### src/rtl/rstseq_pkg.sv
package rstseq_pkg;

  // Memory-controller status flags as one synchronised bundle
  typedef struct packed {
    logic done;
    logic cal_fail;
    logic init_fail;
  } mem_flags_t;

  localparam int unsigned MEM_FLAG_W = $bits(mem_flags_t);

endpackage

### src/rtl/rstseq_sync.sv
// Multi-stage synchroniser with asynchronous preset/clear to RST_VAL
module rstseq_sync #(
  parameter int unsigned W       = 1,
  parameter int unsigned STAGES  = 2,
  parameter logic        RST_VAL = 1'b0
) (
  input  logic         clk,
  input  logic         rst,
  input  logic [W-1:0] din,
  output logic [W-1:0] dout
);

  logic [W-1:0] stg [STAGES];

  always_ff @(posedge clk or posedge rst) begin
    if (rst) begin
      for (int i = 0; i < int'(STAGES); i++) stg[i] <= {W{RST_VAL}};
    end else begin
      stg[0] <= din;
      for (int i = 1; i < int'(STAGES); i++) stg[i] <= stg[i-1];
    end
  end

  assign dout = stg[STAGES-1];

endmodule

### src/rtl/rstseq_lock_filter.sv
// Synchronises one lock input and declares it stable after a run of highs
module rstseq_lock_filter #(
  parameter int unsigned STABLE_CYC = 4
) (
  input  logic clk,
  input  logic arst,
  input  logic srst,
  input  logic lock_raw,
  output logic stable
);

  localparam int unsigned CW = $clog2(STABLE_CYC + 1);
  localparam logic [CW-1:0] LAST = CW'(STABLE_CYC - 1);

  logic          lock_s;
  logic [CW-1:0] run_cnt;

  rstseq_sync #(.W(1), .STAGES(2), .RST_VAL(1'b0)) u_sync (
    .clk  (clk),
    .rst  (arst),
    .din  (lock_raw),
    .dout (lock_s)
  );

  always_ff @(posedge clk) begin
    if (srst || !lock_s) begin
      run_cnt <= '0;
      stable  <= 1'b0;
    end else if (run_cnt == LAST) begin
      stable  <= 1'b1;
    end else begin
      run_cnt <= run_cnt + 1'b1;
    end
  end

endmodule

### src/rtl/por_sequencer.sv
module por_sequencer #(
  parameter int unsigned NUM_PLL         = 2,
  parameter int unsigned PLL_HOLD_CYC    = 50_000,
  parameter int unsigned RESYNC_CYC      = 50_000,
  parameter int unsigned SYS_HOLD_CYC    = 5_000_000,
  parameter int unsigned LOCK_STABLE_CYC = 1024,
  parameter int unsigned RETRY_MAX       = 7
) (
  input  logic               clk_ref,
  input  logic               ext_rst,
  input  logic [NUM_PLL-1:0] pll_locked,
  input  logic               mem_init_done,
  input  logic               mem_cal_fail,
  input  logic               mem_init_fail,
  output logic               pll_rst,
  output logic               sys_rst,
  output logic               ready,
  output logic               mem_fail,
  output logic               retry_err
);
  import rstseq_pkg::*;

  localparam int unsigned TW = $clog2(SYS_HOLD_CYC + 1);
  localparam int unsigned RW = $clog2(RETRY_MAX + 1);
  localparam logic [TW-1:0] T_PLL = TW'(PLL_HOLD_CYC);
  localparam logic [TW-1:0] T_WIN = TW'(PLL_HOLD_CYC + RESYNC_CYC);
  localparam logic [TW-1:0] T_SAT = TW'(SYS_HOLD_CYC);
  localparam logic [RW-1:0] R_MAX = RW'(RETRY_MAX);

  logic               rst_s;
  logic [NUM_PLL-1:0] lock_ok;
  logic               all_ok;
  mem_flags_t         mem_raw, mem_s;
  logic               mem_bad, post_win, restart;

  logic [TW-1:0] elapsed;
  logic [RW-1:0] retries;
  logic          pll_q, sys_q, ready_q, memfail_q;

  // External reset: asserts at once, releases after two reference edges
  rstseq_sync #(.W(1), .STAGES(2), .RST_VAL(1'b1)) u_rst_sync (
    .clk  (clk_ref),
    .rst  (ext_rst),
    .din  (1'b0),
    .dout (rst_s)
  );

  assign mem_raw = '{done: mem_init_done, cal_fail: mem_cal_fail, init_fail: mem_init_fail};

  rstseq_sync #(.W(MEM_FLAG_W), .STAGES(2), .RST_VAL(1'b0)) u_mem_sync (
    .clk  (clk_ref),
    .rst  (ext_rst),
    .din  (mem_raw),
    .dout (mem_s)
  );

  // One lock filter per PLL
  generate
    for (genvar g = 0; g < int'(NUM_PLL); g++) begin : g_lock
      rstseq_lock_filter #(.STABLE_CYC(LOCK_STABLE_CYC)) u_filt (
        .clk      (clk_ref),
        .arst     (ext_rst),
        .srst     (rst_s),
        .lock_raw (pll_locked[g]),
        .stable   (lock_ok[g])
      );
    end
  endgenerate

  assign all_ok   = &lock_ok;
  assign mem_bad  = mem_s.cal_fail | mem_s.init_fail;
  assign post_win = (elapsed >= T_WIN);
  assign restart  = (post_win & ~all_ok) | (~sys_q & mem_bad);

  // Elapsed-time counter since sequence start drives both release points
  always_ff @(posedge clk_ref or posedge ext_rst) begin
    if (ext_rst) begin
      elapsed   <= '0;
      pll_q     <= 1'b1;
      sys_q     <= 1'b1;
      ready_q   <= 1'b0;
      retries   <= '0;
      memfail_q <= 1'b0;
    end else if (rst_s) begin
      elapsed <= '0;
      pll_q   <= 1'b1;
      sys_q   <= 1'b1;
      ready_q <= 1'b0;
    end else if (restart) begin
      elapsed <= '0;
      pll_q   <= 1'b1;
      sys_q   <= 1'b1;
      ready_q <= 1'b0;
      if (retries != R_MAX) retries <= retries + 1'b1;
      if (~sys_q & mem_bad) memfail_q <= 1'b1;
    end else begin
      if (elapsed != T_SAT) elapsed <= elapsed + 1'b1;
      pll_q <= (elapsed < T_PLL);
      if ((elapsed >= T_SAT) && all_ok) sys_q <= 1'b0;
      ready_q <= ~sys_q & mem_s.done & ~mem_bad;
    end
  end

  assign pll_rst   = pll_q;
  assign sys_rst   = sys_q;
  assign ready     = ready_q;
  assign mem_fail  = memfail_q;
  assign retry_err = (retries == R_MAX);

endmodule

### config.mk
export PLATFORM = sky130hd
export DESIGN_NAME = por_sequencer
export DESIGN_NICKNAME = d
export VERILOG_FILES = /design/src/rtl/rstseq_pkg.sv /design/src/rtl/rstseq_sync.sv /design/src/rtl/rstseq_lock_filter.sv /design/src/rtl/por_sequencer.sv
export SDC_FILE = /design/constraint.sdc
export NUM_CORES = 1
export LEC_CHECK = 0
export BUFFER_PORTS_ARGS = -buffer_cell sky130_fd_sc_hd__clkbuf_2
export CAP_MARGIN = 25
export CORE_UTILIZATION = 50
export DETAILED_ROUTE_END_ITERATION = 10
export GPL_TIMING_DRIVEN = 0
export HOLD_SLACK_MARGIN = 0.05
export PLACE_DENSITY_LB_ADDON = 0.15
export SETUP_SLACK_MARGIN = 0.05
export SYNTH_ARGS = -nofsm -noshare
export SYNTH_HDL_FRONTEND = slang
export SYNTH_SLANG_ARGS = --single-unit
### constraint.sdc
create_clock -name clk_ref -period 2.1 [get_ports clk_ref]
set_input_delay 0.525 -clock clk_ref [delete_from_list [all_inputs] [get_ports clk_ref]]
set_output_delay 0.525 -clock clk_ref [all_outputs]
set_load 0.1 [all_outputs]
==> impl_metrics.toml <==
[synth]
ys_ff_latch = 66
syn_inst = 304
synth_edf_count = 0
synth_top_area_share_pct = 30.96
async_flop_share_pct = 63.64
synth_area_leader_cell = "dfrtp_1"
syn_nets = 317
synth.most_common_cell = "nor2_1"
yosys-top-cells-count = "39 x nor2_1, 38 x dfrtp_1, 24 x dfxtp_1"
ys_seq_area_share_pct = 50.02
synth-warning-count = 0
synth_area_sq_mm = 0.003072
synth_top_flop_cell = "dfrtp_1"
synth_area_leaders = "dfrtp_1 31%, dfxtp_1 16%, xnor2_1 6.0%"
avgSynthCellArea_sq_um = 10.10
yosysUniqueCellTypes = 51

[layout]
antenna_cells = 0
regArea_sq_mm = 0.001539
final_core_util_pct = 59.02
layout.cells.non_filler = 410
finalNetCount = 343
areaGrowthSynthToFinish_pct = 13.77
postLayoutCellArea_sq_mm = 0.003495
fillers = 515
drive_gt1_share_pct = 20.00
multiInputGateArea_sq_mm = 0.001440

[sta]
hold_violations = 0
relSlewSlack_pct = 43.03
setup_viol = 0
final.setup.tns_ns = 0
finalCritPeriodShare_pct = 93.02
rsz0062_at_grt = "true"
fin_skew_ns = 0.008724
finalCriticalPeriod_ns = 1.953
fin_worst_hold_slack_ns = 0.2810
worst_pin_slew_ns = 0.8533
max_freq_mhz = 511.9
slew_viol_final = 0

[run]
cap_violations = 0

[clock_network]
h-tree-depth = 3
root_buffer = "clkbuf_8"
hold_buffers = 0
path_clk_slew_ns = 0.07
clock_path_buffers = 2
cts.sinks = 66
numCtsBuffers = 9
clock_latency_ns = 0.35
cts_tree = "yes"

[worst_setup_path]
crit_type = "reg2reg"
reg2reg_depth = 8
path_cells = "buf_2 > and4b_1 > o21ai_2 > a41oi_2 > or4_4 > buf_6 > buf_12 > nor2_4"
rrSetupSlack_ns = 0.15
required_ns = 2.38
cp-start-kind = "flip-flop"
end_kind = "flip-flop"
path_max_fanout = 10
worstReg2RegEnd = "elapsed[10]"
cpPeakStageDelay_ns = 0.53
r2r_start = "elapsed[7]"
crit_arrival_ns = 2.23
crit_slowest_cell = "or4_4"

[placement]
dp_hpwl_um = 3647
portBuffers = 11
gp_congestion = 0.8804
dpl.cell_count = 390
placed_cell_area_sq_mm = 0.003221

[floorplan]
die_w_um = 80.38
pin_count = 12
initial_core_util_pct = 51.88
fp-row-count = 28
core_sq_mm = 0.005921
die_area_sq_mm = 0.006461
die_h_um = 80.38

[global_route]
grt.total_usage_pct = 18.85
grt_overflow = 0
grt_max_degree = 43
grt_pass1_vias = 2039
grt_first_pass_wirelength_um = 9121
grt_antenna_before_repair = 0

[detailed_routing]
drtIter0Drc = 56
vias = 2142
drtAntennaViolNets = 0
drt_first_pass_iters = 4
route.detailed.drc = 0
via_per_inst = 5.224
avgRoutedWirePerCell_um = 13.03
drt_wl_total_um = 5342

[power_and_ir_drop]
p_leak_nw = 1.363
power_density_mw_per_mm2 = 723.2
ir_drop_mv = 0.5940

[outcome]
status = "finished, final reports clean"

[worst_hold_path]
min_to = "u_mem_sync.stg[5]"
hold_depth = 1
worstHoldStart = "mem_init_done"
hold_path_class = "in2reg"
## per-stage QoR
| step | power (mW) | setup slack (ns) |
|---|---|---|
| 6_report | 2.527 | 0.1465 |
| 2_1_floorplan | 1.408 | 0.1350 |
| 3_3_place_gp | 1.433 | 0.02812 |
| 3_5_place_dp | 1.436 | -0.04115 |
| 4_1_cts | 2.563 | 0.06367 |
| 5_1_grt | 2.630 | -0.01394 |
## cell usage in the layout, fill, tap and decap left out, types with 11 or more instances in the layout
cell type and instances:
dfrtp_1 36, dfxtp_1 24, nand3_1 17, xnor2_1 21, clkbuf_8 11, nor2_1 38
inv_1 12, a21oi_1 13, nand2_1 16, xor2_1 14
## final cells by class
type	instances	share of cell area [%]
clock inverters	5	1.754
flip-flops and latches	66	44.04
repair buffers	15	2.506
clock buffers	11	4.332
plain buffers	10	2.077
well taps	75	2.685
inverters	13	1.396
multi-input cells	215	41.21
## what timing repair did
action | in CTS | in global routing
gates resized for setup | 1 | 9
buffers inserted | 0 | 4
setup endpoints to repair | 4 | 24
pin swaps | 0 | 3
## worst max path at each step
stage / from / endpoint / slack [ns] / cells past startpoint
2_1_floorplan: retries[0] / retries[1] / 0.14 / 5
3_3_place_gp: elapsed[6] / elapsed[22] / 0.03 / 6
3_5_place_dp: elapsed[6] / elapsed[22] / -0.04 / 6
4_1_cts: retries[0] / retry_err / 0.06 / 3
5_1_grt: elapsed[19] / elapsed[17] / -0.01 / 7
6_report: elapsed[7] / elapsed[10] / 0.15 / 8
## report_power, final
| part | switching (mW) | internal [mW] |
|---|---|---|
| clock network | 0.504 | 0.617 |
| registers | 0.0175 | 1.29 |
| logic | 0.0676 | 0.0323 |
## per-layer routing
| metal | part of all wire, % | GRT usage [%] |
|---|---|---|
| met1 | 49 | 23.94 |
| met2 | 46 | 29.32 |
| met3 | 2.6 | 4.773 |
| met4 | 1.9 | 10.00 |
| met5 | 0 | 0 |
## flip-flops by register name, summed over array words and instances (netlist names)
register	flops
retries	3
pll_rst	1
u_rst_sync.dout	1
g_lock.u_filt.u_sync.stg	2
mem_fail	1
g_lock.u_filt.stable	2
g_lock.u_filt.run_cnt	22
sys_rst	1
g_lock.u_filt.u_sync.dout	2
elapsed	23
ready	1
u_mem_sync.dout	3
u_rst_sync.stg	1
u_mem_sync.stg	3
## cells by family after synthesis
| family | share of synthesized area [%] |
|---|---|
| adder cells (fa/ha/maj) | 2.444 |
| AND/OR/NAND/NOR | 25.13 |
| buffers and inverters | 3.951 |
| XOR/XNOR | 9.980 |
| AO/OA/AOI/OAI | 6.640 |
| flip-flops | 50.02 |
| multiplexers | 1.711 |
| other | 0.1221 |
## worst max-delay path: cells and delay by family, from the launching register on
kind | cells | cell delay [ns]
buf+inv | 3 | 0.48
simple gates | 3 | 0.86
compound gates | 2 | 0.19
flops | 1 | 0.36
(Power assumes the default switching activity.)
